--- src/rtl/pwm_sync_pkg.sv ---
package pwm_sync_pkg;

  typedef enum logic [1:0] {
    UPD_MANUAL = 2'd0,
    UPD_AUTO   = 2'd1,
    UPD_STREAM = 2'd2
  } upd_mode_e;

  localparam logic [2:0] FC_MODE   = 3'd0;
  localparam logic [2:0] FC_MASK   = 3'd1;
  localparam logic [2:0] FC_LIMIT  = 3'd2;
  localparam logic [2:0] FC_ARM    = 3'd3;
  localparam logic [2:0] FC_PERIOD = 3'd4;
  localparam logic [2:0] FC_DUTY   = 3'd5;
  localparam logic [2:0] FC_DEAD   = 3'd6;

endpackage

--- src/rtl/pwm_period_counter.sv ---
module pwm_period_counter #(
  parameter int UPRW = 4
) (
  input  logic            clk,
  input  logic            rst,
  input  logic            tick,
  input  logic [UPRW-1:0] limit,
  output logic            fire
);

  logic [UPRW-1:0] cnt_q;

  assign fire = tick && (cnt_q >= limit);

  always_ff @(posedge clk) begin
    if (rst)       cnt_q <= '0;
    else if (tick) cnt_q <= fire ? '0 : cnt_q + 1'b1;
  end


  wrap_after_fire_chk: assert property (@(posedge clk) disable iff (rst)
    fire |=> (cnt_q == '0));


  idle_hold_chk: assert property (@(posedge clk) disable iff (rst)
    !tick |=> $stable(cnt_q));

endmodule

--- src/rtl/pwm_stream_fill.sv ---
module pwm_stream_fill #(
  parameter int NCH = 4
) (
  input  logic           clk,
  input  logic           rst,
  input  logic           en,
  input  logic [NCH-1:0] mask,
  input  logic           s_valid,
  input  logic           clear,
  output logic           s_ready,
  output logic           accept,
  output logic [NCH-1:0] tgt
);

  localparam int FW = $clog2(NCH + 1);

  logic [FW-1:0] fill_q;
  logic [FW-1:0] sel_cnt;
  logic [FW-1:0] rank;

  always_comb begin
    sel_cnt = '0;
    for (int i = 0; i < NCH; i++) sel_cnt = sel_cnt + FW'(mask[i]);
  end

  always_comb begin
    rank = '0;
    tgt  = '0;
    for (int i = 0; i < NCH; i++) begin
      if (mask[i]) begin
        if (rank == fill_q) tgt[i] = 1'b1;
        rank = rank + 1'b1;
      end
    end
  end

  assign s_ready = en && (fill_q < sel_cnt);
  assign accept  = s_valid && s_ready;

  always_ff @(posedge clk) begin
    if (rst)         fill_q <= '0;
    else if (clear)  fill_q <= accept ? FW'(1) : '0;
    else if (accept) fill_q <= fill_q + 1'b1;
  end


  tgt_onehot_chk: assert property (@(posedge clk) disable iff (rst)
    $onehot0(tgt));


  accept_has_tgt_chk: assert property (@(posedge clk) disable iff (rst)
    accept |-> ($countones(tgt) == 1));


  fill_step_chk: assert property (@(posedge clk) disable iff (rst)
    (accept && !clear) |=> (fill_q == $past(fill_q) + 1'b1));

endmodule

--- src/rtl/pwm_chan_regs.sv ---
module pwm_chan_regs #(
  parameter int PW  = 16,
  parameter int DTW = 8
) (
  input  logic           clk,
  input  logic           rst,
  input  logic           sel,
  input  logic           wr_per,
  input  logic           wr_duty,
  input  logic           wr_dead,
  input  logic [PW-1:0]  wr_data,
  input  logic           str_we,
  input  logic [PW-1:0]  str_data,
  input  logic           xfer_pd,
  input  logic           xfer_duty,
  output logic [PW-1:0]  act_per,
  output logic [PW-1:0]  act_duty,
  output logic [DTW-1:0] act_dead
);

  logic [PW-1:0]  sh_per, sh_duty;
  logic [DTW-1:0] sh_dead;

  always_ff @(posedge clk) begin
    if (rst) begin
      sh_per  <= '0;
      sh_duty <= '0;
      sh_dead <= '0;
    end else begin
      if (wr_per)       sh_per  <= wr_data;
      if (wr_dead)      sh_dead <= wr_data[DTW-1:0];
      if (str_we)       sh_duty <= str_data;
      else if (wr_duty) sh_duty <= wr_data;
    end
  end

  always_ff @(posedge clk) begin
    if (rst) begin
      act_per  <= '0;
      act_duty <= '0;
      act_dead <= '0;
    end else if (sel) begin
      if (xfer_pd) begin
        act_per  <= sh_per;
        act_dead <= sh_dead;
      end
      if (xfer_duty) act_duty <= sh_duty;
    end
  end


  unsel_hold_chk: assert property (@(posedge clk) disable iff (rst)
    !sel |=> ($stable(act_per) && $stable(act_duty) && $stable(act_dead)));

endmodule

--- src/rtl/pwm_sync_update.sv ---
module pwm_sync_update
  import pwm_sync_pkg::*;
#(
  parameter int NCH  = 4,
  parameter int PW   = 16,
  parameter int DTW  = 8,
  parameter int UPRW = 4
) (
  input  logic                     clk,
  input  logic                     rst,
  input  logic                     wr_en,
  input  logic [2:0]               wr_code,
  input  logic [$clog2(NCH)-1:0]   wr_ch,
  input  logic [PW-1:0]            wr_data,
  input  logic                     period_start,
  input  logic                     s_valid,
  input  logic [PW-1:0]            s_data,
  output logic                     s_ready,
  output logic                     unlock_o,
  output logic [NCH*PW-1:0]        act_period,
  output logic [NCH*PW-1:0]        act_duty,
  output logic [NCH*DTW-1:0]       act_dt
);

  upd_mode_e       mode_q;
  logic [NCH-1:0]  mask_q;
  logic [UPRW-1:0] limit_q;
  logic            unlock_q;
  logic            set_arm, xfer_pd, xfer_duty, fire, accept;
  logic [NCH-1:0]  tgt;

  assign set_arm   = wr_en && (wr_code == FC_ARM) && wr_data[0];
  assign xfer_pd   = period_start && unlock_q;
  assign xfer_duty = (mode_q == UPD_MANUAL) ? xfer_pd : fire;
  assign unlock_o  = unlock_q;

  always_ff @(posedge clk) begin
    if (rst) begin
      mode_q  <= UPD_MANUAL;
      mask_q  <= '0;
      limit_q <= '0;
    end else if (wr_en) begin
      if (wr_code == FC_MODE && wr_data[1:0] != 2'd3)
        mode_q <= upd_mode_e'(wr_data[1:0]);
      if (wr_code == FC_MASK)  mask_q  <= wr_data[NCH-1:0];
      if (wr_code == FC_LIMIT) limit_q <= wr_data[UPRW-1:0];
    end
  end

  always_ff @(posedge clk) begin
    if (rst)          unlock_q <= 1'b0;
    else if (set_arm) unlock_q <= 1'b1;
    else if (xfer_pd) unlock_q <= 1'b0;
  end

  pwm_period_counter #(.UPRW(UPRW)) u_cnt (
    .clk(clk), .rst(rst), .tick(period_start), .limit(limit_q), .fire(fire)
  );

  pwm_stream_fill #(.NCH(NCH)) u_fill (
    .clk(clk), .rst(rst), .en(mode_q == UPD_STREAM), .mask(mask_q),
    .s_valid(s_valid), .clear(xfer_duty), .s_ready(s_ready),
    .accept(accept), .tgt(tgt)
  );

  for (genvar i = 0; i < NCH; i++) begin : g_ch
    logic hit;
    assign hit = wr_en && (wr_ch == i[$clog2(NCH)-1:0]);
    pwm_chan_regs #(.PW(PW), .DTW(DTW)) u_ch (
      .clk(clk), .rst(rst), .sel(mask_q[i]),
      .wr_per (hit && wr_code == FC_PERIOD),
      .wr_duty(hit && wr_code == FC_DUTY && mode_q != UPD_STREAM),
      .wr_dead(hit && wr_code == FC_DEAD),
      .wr_data(wr_data),
      .str_we(accept && tgt[i]), .str_data(s_data),
      .xfer_pd(xfer_pd), .xfer_duty(xfer_duty),
      .act_per (act_period[i*PW +: PW]),
      .act_duty(act_duty[i*PW +: PW]),
      .act_dead(act_dt[i*DTW +: DTW])
    );
  end


  arm_clear_chk: assert property (@(posedge clk) disable iff (rst)
    (period_start && unlock_q && !set_arm) |=> !unlock_o);


  arm_hold_chk: assert property (@(posedge clk) disable iff (rst)
    (unlock_q && !period_start) |=> unlock_o);


  locked_hold_chk: assert property (@(posedge clk) disable iff (rst)
    (mode_q == UPD_MANUAL && !unlock_q)
      |=> ($stable(act_period) && $stable(act_duty) && $stable(act_dt)));


  no_strobe_hold_chk: assert property (@(posedge clk) disable iff (rst)
    !period_start |=> ($stable(act_period) && $stable(act_duty) && $stable(act_dt)));


  pd_needs_arm_chk: assert property (@(posedge clk) disable iff (rst)
    !unlock_q |=> ($stable(act_period) && $stable(act_dt)));


  ready_mode_chk: assert property (@(posedge clk) disable iff (rst)
    s_ready |-> (mode_q == UPD_STREAM));

endmodule

--- config.mk ---
export PLATFORM = sky130hd
export DESIGN_NAME = pwm_sync_update
export DESIGN_NICKNAME = d
export VERILOG_FILES = /design/src/rtl/pwm_sync_pkg.sv /design/src/rtl/pwm_period_counter.sv /design/src/rtl/pwm_stream_fill.sv /design/src/rtl/pwm_chan_regs.sv /design/src/rtl/pwm_sync_update.sv
export SDC_FILE = /design/constraint.sdc
export NUM_CORES = 1
export LEC_CHECK = 0
export ABC_AREA = 0
export CORE_ASPECT_RATIO = 0.5
export CORE_MARGIN = 1
export CORE_UTILIZATION = 30
export DETAILED_ROUTE_END_ITERATION = 12
export DONT_BUFFER_PORTS = 1
export GPL_ROUTABILITY_DRIVEN = 0
export PLACE_DENSITY = 0.54
export SYNTH_ARGS = -nofsm -noshare
export SYNTH_HDL_FRONTEND = slang
export SYNTH_SLANG_ARGS = --single-unit
--- constraint.sdc ---
create_clock -name clk -period 3.55 [get_ports clk]
set_input_delay 0.5325 -clock clk [delete_from_list [all_inputs] [get_ports clk]]
set_output_delay 0.5325 -clock clk [all_outputs]
set_load 0.01 [all_outputs]
==> results.json, run 1 <==
{
  "die_area_um2": 46300,
  "ys_top_cells_by_count": "338 x dfxtp_1, 280 x nand2_1, 167 x a21oi_1, 153 x mux2i_1, 136 x nand2b_1",
  "synth_top_cell_by_area": "dfxtp_1",
  "viasPerCell": 4.88,
  "cts.clk_slew.worst_paths_ns": 0.06,
  "syn_nets": 1565,
  "drive_gt1_share_pct": 7.25,
  "hp-class": "in2reg",
  "synth_most_common_cell": "dfxtp_1",
  "clk_root_buffer_cell": "clkbuf_16",
  "ys_ff_latch": 338,
  "tightestPinTransition_ns": 0.975,
  "worstSetupPathType": "reg2out",
  "totalWireLength_um": 39000,
  "dp.final_hpwl_um": 24400,
  "yosysUniqueCellTypes": 52,
  "syn_inst": 1510,
  "crit_fanout": 5,
  "post_drt_wl_per_cell_um": 18.9,
  "ys_seq_area_share_pct": 49.7,
  "place_inst": 2000,
  "setup_tns_ns": 0,
  "synth_warnings": 0,
  "first_iter_violations": 748,
  "die_h_um": 153,
  "io_pins": 204,
  "worst_skew_pair.late_latency_ns": 0.54,
  "grt_setup_unrepaired": "no",
  "htreeDepth": 2,
  "core_um2": 44100,
  "p_per_area_nw_per_um2": 512,
  "fmax_mhz": 302,
  "fin_nets": 1504,
  "drc_errors": 0,
  "slew_viol_final": 0,
  "synth_top_area_share_pct": 49.7,
  "synth_edf_count": 0,
  "numPortBuffers": 0,
  "setup_viol": 0,
  "slew_headroom_pct": 35.0,
  "cts_sinks": 338,
  "initial_core_util_pct": 30.8,
  "status": "completed",
  "synth_ff_type": "dfxtp_1",
  "yosys-top-cells-area": "dfxtp_1 50%, mux2i_1 11%, nand2_1 7.7%",
  "final-hold-violation-count": 0,
  "detail-route-antenna-nets": 0,
  "slowest_delay_ns": 0.36,
  "fin_util_pct": 34.5,
  "path_common_cell": "inv_1",
  "die_w_um": 303,
  "grt_antenna_before_repair": 0,
  "irDropWorstVdd_mv": 0.211,
  "cts_hold_buf": 0,
  "grt_pass1_wl_um": 59300,
  "cts_tree": "built",
  "fill_cells": 4487,
  "register_area_um2": 6770,
  "layout_min_cycle_time_ns": 3.31,
  "layoutNonFillerInstCount": 2063,
  "netlist_area_um2": 13600,
  "synthToLayoutAreaGrowth_pct": 11.7,
  "finClkSkew_ns": 0.0266,
  "routed-via-count": 10066,
  "grt_pass1_vias": 9476,
  "path_cells": "inv_1, ha_1, inv_1, fa_1, inv_1, ha_1, inv_1, ha_1, o21ai_1, o21a_2",
  "clockBufferDepth": 3,
  "post_cts_buffers": 0,
  "diodes": 0,
  "end_kind": "output pin",
  "cpMaxStageDelayCell": "ha_1",
  "grt_max_degree": 417,
  "num_rows": 54,
  "multiInputGateArea_um2": 6250,
  "crit_path_start_kind": "flip-flop",
  "avgSynthCellArea_um2": 9.01,
  "gr-total-overflow": 0,
  "drtPass1Iterations": 5,
  "cts_resized": 0,
  "gr-usage-all-layers_pct": 16.6,
  "period_share_pct": 93.3,
  "maxCapViolCount": 0,
  "numCtsBuffers": 35,
  "cp_data_arrival_time_ns": 2.78,
  "critPathRequiredTime_ns": 3.02,
  "p_leak_nw": 5.15,
  "ys_async_sr_fraction_pct": 0
}
where the power goes:
part | leakage (nW) | internal [mW] | total [mW] | switching [mW]
Clock | 0.591 | 2.31 | 3.86 | 1.55
Sequential | 2.72 | 3.81 | 3.82 | 0.0108
Combinational | 1.83 | 0.0621 | 0.109 | 0.0467
Total | 5.15 | 6.18 | 7.79 | 1.60
sequential cells by signal (all words and copies together), names as in the netlist, 3 cells and up:
signal              count
g_ch.u_ch.act_duty     64
g_ch.u_ch.act_per      64
g_ch.u_ch.sh_duty      64
g_ch.u_ch.sh_per       64
g_ch.u_ch.act_dead     32
g_ch.u_ch.sh_dead      32
limit_q                 4
mask_q                  4
u_cnt.cnt_q             4
u_fill.fill_q           3
metrics by stage:
| step | hold slack, ns | setup WS (ns) | power (mW) | area, µm² |
|---|---|---|---|---|
| 2_1_floorplan | 0.431 | 0.397 | 4.07 | 13600 |
| 3_3_place_gp | 0.436 | 0.448 | 4.01 | 14000 |
| 3_5_place_dp | 0.440 | 0.351 | 4.01 | 14000 |
| 4_1_cts | 0.0705 | 0.0428 | 7.87 | 15200 |
| 5_1_grt | 0.0734 | 0.0573 | 8.06 | 15200 |
| 6_report | 0.134 | 0.237 | 7.79 | 15200 |
layer usage:
| layer | wire length (µm) | part of all wire, % | track usage [%] | vias up |
|---|---|---|---|---|
| met5 | 0 | 0 | 0 | - |
| met1 | 17400 | 45 | 21.2 | 4912 |
| met2 | 19100 | 49 | 28.1 | 161 |
| met4 | 538 | 1.4 | 3.80 | 0 |
| met3 | 1970 | 5.0 | 3.75 | 46 |
| li1 | - | - | - | 4947 |
worst max-delay path: cells and delay by family, from the launching register on:
family | cells | cell delay [ns]
flops | 1 | 0.33
fa+ha+maj | 4 | 1.14
buf+inv | 4 | 0.28
compound gates | 2 | 0.50
logic make-up after synthesis:
group | synth area share (%)
flip-flops | 49.7
buffers and inverters | 4.33
adder cells (fa/ha/maj) | 1.25
XOR/XNOR | 0.515
AO/OA/AOI/OAI | 11.4
multiplexers | 11.3
AND/OR/NAND/NOR | 21.5
area by class of cell:
class	instances	share of cell area, %
clock buffer	51	6.76
multi-input combinational	1034	41.1
timing repair buffer	24	1.19
sequential	338	44.5
clock inverter	12	1.17
tap	588	4.84
inverter	16	0.395
path summary, 6_finish.rpt:
kind,cells after the start,slack (ns),end,start
hold / removal,1,0.13,g_ch[1].u_ch.sh_duty[11]$_SDFFE_PP0P_,rst
setup / recovery,10,0.24,s_ready,mask_q[1]$_SDFFE_PP0P_
setup reg to reg,13,0.39,g_ch[1].u_ch.sh_duty[15]$_SDFFE_PP0P_,mask_q[1]$_SDFFE_PP0P_
hold reg to reg,2,0.45,g_ch[0].u_ch.act_per[7]$_SDFFE_PP0P_,g_ch[0].u_ch.sh_per[7]$_SDFFE_PP0P_
layout by cell type, fill, tap and decap left out, drive strengths merged, types with 2 or more instances in the layout:
cell type / synthesis / layout
and2: 4 / 4
clkbuf: 96 / 51
a22oi: 32 / 32
o221ai: 16 / 16
nand2b: 137 / 137
a211oi: 17 / 17
ha: 12 / 12
and3: 7 / 7
mux2i: 153 / 153
nor3: 11 / 11
buf: 26 / 24
nand3: 41 / 41
nor2: 104 / 104
dfxtp: 338 / 338
bufinv: 0 / 4
nor3b: 3 / 3
nand2: 280 / 280
xnor2: 3 / 3
nor2b: 2 / 2
nand3b: 16 / 16
o21ai: 6 / 6
xor2: 5 / 5
a21oi: 168 / 168
clkinv: 0 / 6
inv: 16 / 17
nand4b: 2 / 2
(Power assumes the default switching activity.)
==> run 2, diff against run 1 <==
--- a/config.mk
+++ b/config.mk
@@ -13,6 +13,7 @@
 export DONT_BUFFER_PORTS = 1
 export GPL_ROUTABILITY_DRIVEN = 0
 export PLACE_DENSITY = 0.54
+export REMOVE_ABC_BUFFERS = 1
 export SYNTH_ARGS = -nofsm -noshare
 export SYNTH_HDL_FRONTEND = slang
 export SYNTH_SLANG_ARGS = --single-unit
==> run 2 against run 1 <==
  * Die area did not move
  * Count of clock-buffer cells in the layout fell by 1
  * Utilization barely moved
  * Sequential share of layout area rose by 0.051 points
  * Clock power barely moved
  * Combinational power barely moved
  * Critical path depth did not move
==> results.json, run 2 (synthesized netlist as in run 1, its figures left out) <==
{
  "status": "completed",
  "routed.top_layer": "met4",
  "drc_errors": 0,
  "gr-total-overflow": 0,
  "die_area_um2": 46300,
  "cts.clk_slew.worst_paths_ns": 0.06,
  "totalWireLength_um": 38700,
  "design_area_um2": 15200,
  "final_cell_mix": "338 x dfxtp_1, 280 x nand2_1, 167 x a21oi_1",
  "route.layer.met1.wl_um": 16800,
  "post_cts_buffers": 0,
  "drive_gt1_share_pct": 7.08,
  "routed-via-count": 10000,
  "tightestPinTransition_ns": 1.08,
  "grt_pass1_vias": 9371,
  "layout.cells.most_common": "dfxtp_1",
  "grt_max_degree": 417,
  "core_um2": 44100,
  "grt_pass1_wl_um": 58800,
  "cts_tree": "built",
  "met2WireLength_um": 19300,
  "cts_sinks": 338,
  "setup_tns_ns": 0,
  "htreeDepth": 2,
  "critPathRequiredTime_ns": 3.02,
  "cp_data_arrival_time_ns": 2.82,
  "worst_skew_pair.late_latency_ns": 0.51,
  "setup_viol": 0,
  "num_rows": 54,
  "slew_headroom_pct": 27.8,
  "clockBufferDepth": 3,
  "wl_met3_um": 1840,
  "p_leak_nw": 5.14,
  "crit_fanout": 5,
  "crit_buf_inv": 4,
  "die_h_um": 153,
  "layout_min_cycle_time_ns": 3.36,
  "dpl_cell_area_um2": 14000,
  "path_cells": "inv_1, ha_1, inv_1, fa_1, inv_1, ha_1, inv_1, ha_1, o21ai_1, o21a_2",
  "grt_antenna_before_repair": 0,
  "drtPass1Iterations": 5,
  "slew_viol_final": 0,
  "synthToLayoutAreaGrowth_pct": 11.6,
  "fin_util_pct": 34.4,
  "initial_core_util_pct": 30.8,
  "finClkSkew_ns": 0.0130,
  "viasPerCell": 4.86,
  "slowest_delay_ns": 0.39,
  "io_pins": 204,
  "gr-usage-all-layers_pct": 16.4,
  "fmax_mhz": 298,
  "path_common_cell": "inv_1",
  "p_per_area_nw_per_um2": 513,
  "cts_hold_buf": 0,
  "period_share_pct": 94.6,
  "worstSetupPathType": "reg2out",
  "final-hold-violation-count": 0,
  "die_w_um": 303,
  "fin_nets": 1502,
  "maxCapViolCount": 0,
  "grt_setup_unrepaired": "no",
  "hp-class": "in2reg",
  "first_iter_violations": 824,
  "end_kind": "output pin",
  "cpMaxStageDelayCell": "dfxtp_1",
  "post_drt_wl_per_cell_um": 18.8,
  "clk_root_buffer_cell": "clkbuf_16",
  "dp.final_hpwl_um": 24000,
  "cp_top_family": "adder cells",
  "numPortBuffers": 0,
  "detail-route-antenna-nets": 0,
  "irDropWorstVdd_mv": 0.266,
  "diodes": 0,
  "crit_path_start_kind": "flip-flop",
  "numCtsBuffers": 35
}
==> run 2: changes by cell type in the layout (fill, tap and decap cells not counted) <==
cell       change
clkbuf_8       +1
clkbuf_1       -3
clkinv_8       -1
clkinv_2       -1
clkbuf_16      +1
buf_4          -2
inv_6          -1
==> run 2: area by class of cell <==
cell class	instances	area [µm²]
clock buffer	50	1050
clock inverter	9	148
fill	4544	28900
inverter	16	60.1
multi-input combinational	1034	6250
sequential	338	6770
tap	588	736
timing repair buffer	22	165
==> run 2: layer usage <==
layer | vias up | global-route usage [%]
met5 | - | 0
met3 | 49 | 3.04
met2 | 177 | 28.4
met4 | 0 | 4.12
met1 | 4841 | 21.0
li1 | 4933 | -
==> run 2: power by group <==
part	internal, mW	leakage [nW]	total, mW	switching, mW
combinational	0.0618	1.82	0.109	0.0471
clock	2.35	0.592	3.86	1.51
sequential	3.81	2.72	3.82	0.0105
==> run 2: what timing repair did <==
item | CTS | global route
endpoints found under the hold margin | 0 | 0
resized for setup | 1 | 1
setup endpoints to repair | 1 | 14
==> run 2: path summary, 6_finish.rpt <==
path         depth (start not counted)                                 start                                    end  slack (ns)
min                                  1                                   rst   g_ch[1].u_ch.sh_dead[0]$_SDFFE_PP0P_        0.12
max reg2reg                         13                mask_q[1]$_SDFFE_PP0P_   g_ch[1].u_ch.sh_duty[6]$_SDFFE_PP0P_        0.22
min reg2reg                          2  g_ch[1].u_ch.sh_dead[4]$_SDFFE_PP0P_  g_ch[1].u_ch.act_dead[4]$_SDFFE_PP0P_        0.45
max                                 10                mask_q[1]$_SDFFE_PP0P_                                s_ready        0.19
==> run 2: metrics by stage <==
step           power [mW]  std cells  setup WS (ns)  hold WS, ns
3_5_place_dp         4.01       1998          0.233        0.442
2_1_floorplan        3.99       1388         0.0319        0.425
6_report             7.79       2057          0.193        0.124
4_1_cts              7.87       2057         0.0600       0.0896
5_1_grt              8.04       2057        0.00488       0.0833
3_3_place_gp         4.01       1998          0.283        0.436
==> run 3, diff against run 2 <==
--- a/config.mk
+++ b/config.mk
@@ -6,8 +6,9 @@
 export NUM_CORES = 1
 export LEC_CHECK = 0
 export ABC_AREA = 0
+export CAP_MARGIN = 20
 export CORE_ASPECT_RATIO = 0.5
-export CORE_MARGIN = 1
+export CORE_MARGIN = 10
 export CORE_UTILIZATION = 30
 export DETAILED_ROUTE_END_ITERATION = 12
 export DONT_BUFFER_PORTS = 1
==> run 3 against run 2 <==
  * Total power down 1.1%
  * Sequential share of layout area about the same
  * Worst hold slack better by 0.011 ns
  * Sequential power about the same
  * Clock skew up 0.0082 ns
  * Count of clock-buffer cells in the layout up 1
  * Wire length up 5.3%
  * Combinational power about the same
  * Non-clock buffer count up 1
  * Final cell count up 0.58%
  * Final area about the same
  * Critical path depth unchanged
  * Critical path type unchanged
  * Largest cell class unchanged
==> results.json, run 3 (synthesized netlist as in run 1, its figures left out) <==
{
  "detail-route-antenna-nets": 0,
  "path_cells": "inv_1, ha_1, inv_1, fa_1, inv_1, ha_1, inv_1, ha_1, o21ai_2, o21a_2",
  "grt_pass1_wl_um": 60800,
  "synthToLayoutAreaGrowth_pct": 11.6,
  "cts_tree": "built",
  "worst_skew_pair.late_latency_ns": 0.53,
  "period_share_pct": 93.6,
  "final-hold-violation-count": 0,
  "gr-total-overflow": 0,
  "grt_use_met2_pct": 25.6,
  "die_area_um2": 54800,
  "grt_setup_unrepaired": "no",
  "irDropWorstVdd_mv": 0.211,
  "post_cts_buffers": 0,
  "p_per_area_nw_per_um2": 507,
  "tightestPinTransition_ns": 1.08,
  "setup_tns_ns": 0,
  "crit_path_start_kind": "flip-flop",
  "slew_headroom_pct": 28.0,
  "post_drt_wl_per_cell_um": 19.7,
  "finClkSkew_ns": 0.0212,
  "io_pins": 204,
  "grt_use_met1_pct": 16.8,
  "worstSetupPathType": "reg2out",
  "viasPerCell": 4.83,
  "end_kind": "output pin",
  "slew_viol_final": 0,
  "layout.cells.most_common": "dfxtp_1",
  "core_um2": 45000,
  "num_rows": 55,
  "fmax_mhz": 301,
  "critPathRequiredTime_ns": 3.02,
  "maxCapViolCount": 0,
  "fin_nets": 1504,
  "drc_errors": 0,
  "hp-class": "in2reg",
  "dp.final_hpwl_um": 25900,
  "grt_antenna_before_repair": 0,
  "initial_core_util_pct": 30.2,
  "totalWireLength_um": 40700,
  "slowest_delay_ns": 0.38,
  "path_common_cell": "inv_1",
  "setup_viol": 0,
  "numCtsBuffers": 36,
  "crit_fanout": 5,
  "drive_gt1_share_pct": 7.14,
  "numPortBuffers": 0,
  "clockBufferDepth": 3,
  "fin_util_pct": 33.8,
  "top_usage_layer": "met2",
  "grt_pass1_vias": 9486,
  "gr-usage-all-layers_pct": 14.2,
  "routed-via-count": 9983,
  "cts.clk_slew.worst_paths_ns": 0.06,
  "status": "completed",
  "p_leak_nw": 5.13,
  "drtPass1Iterations": 5,
  "diodes": 0,
  "gr-usage-met3_pct": 2.68,
  "cts_hold_buf": 0,
  "cp_data_arrival_time_ns": 2.79,
  "die_h_um": 171,
  "cts_sinks": 338,
  "htreeDepth": 2,
  "clk_root_buffer_cell": "clkbuf_16",
  "layout_min_cycle_time_ns": 3.32,
  "die_w_um": 321,
  "final_cell_mix": "338 x dfxtp_1, 280 x nand2_1, 167 x a21oi_1",
  "first_iter_violations": 683,
  "fill_cells": 4714,
  "grt_max_degree": 417,
  "cpMaxStageDelayCell": "dfxtp_1"
}
[run 3: cell count changes in the layout (fill, tap and decap cells not counted), sizes merged]
cell	previous run	this run
inv	16	18
buf	22	23
clkbuf	50	51
bufinv	4	2
[run 3: metal layers]
metal,wire length [µm],up-vias,part of all wire [%]
met5,0,-,0
met4,1130,0,2.8
met3,1540,71,3.8
met2,21000,140,51
met1,17100,4847,42
li1,-,4925,-
[run 3: path summary, 6_finish.rpt]
check                                                           from                               endpoint  slack, ns  cells after the start
worst min register to register  g_ch[1].u_ch.sh_dead[2]$_SDFFE_PP0P_  g_ch[1].u_ch.act_dead[2]$_SDFFE_PP0P_       0.45                      2
worst max-delay path                          mask_q[1]$_SDFFE_PP0P_                                s_ready       0.23                     10
worst min-delay path                                      wr_data[6]    g_ch[3].u_ch.sh_per[6]$_SDFFE_PP0P_       0.14                      2
worst max register to register                mask_q[1]$_SDFFE_PP0P_  g_ch[1].u_ch.sh_duty[15]$_SDFFE_PP0P_       0.40                     14
[run 3: critical path: cells and delay by family, from the launching register on]
kind            cells  cell delay [ns]
fa+ha+maj           4             1.16
compound gates      2             0.42
flops               1             0.38
buf+inv             4             0.30
[run 3: timing repair]
| action | CTS | global route |
|---|---|---|
| gates cloned | 0 | 0 |
| hold endpoints to repair | 0 | 0 |
| pin swaps | 0 | 0 |
| endpoints found under the setup margin | 1 | 20 |
| gates resized for setup | 1 | 3 |
[run 3: power breakdown]
group	leakage [nW]	total (mW)	switching, mW	internal (mW)
Sequential	2.72	3.82	0.0102	3.81
Combinational	1.84	0.109	0.0474	0.0617
Clock	0.571	3.77	1.58	2.19
Total	5.13	7.70	1.63	6.06
[run 3: per-stage QoR]
step | cell area (µm²) | hold slack [ns] | worst slack (ns) | total power, mW | cells
after floorplan | 13100 | 0.425 | 0.0319 | 3.99 | 1388
after global placement | 14000 | 0.438 | 0.331 | 4.01 | 2007
after detailed placement | 14000 | 0.443 | 0.173 | 4.01 | 2008
after CTS | 15200 | 0.110 | 0.0675 | 7.78 | 2068
after global routing | 15200 | 0.119 | 0.0359 | 7.95 | 2069
final | 15200 | 0.135 | 0.227 | 7.70 | 2069
[run 3: final cells by class]
| type | instances | area [µm²] | area share (%) |
|---|---|---|---|
| sequential | 338 | 6770 | 44.5 |
| multi-input combinational | 1034 | 6260 | 41.2 |
| clock buffer | 51 | 1040 | 6.83 |
| tap | 598 | 748 | 4.93 |
| timing repair buffer | 23 | 188 | 1.24 |
| clock inverter | 9 | 128 | 0.840 |
| inverter | 16 | 60.1 | 0.395 |
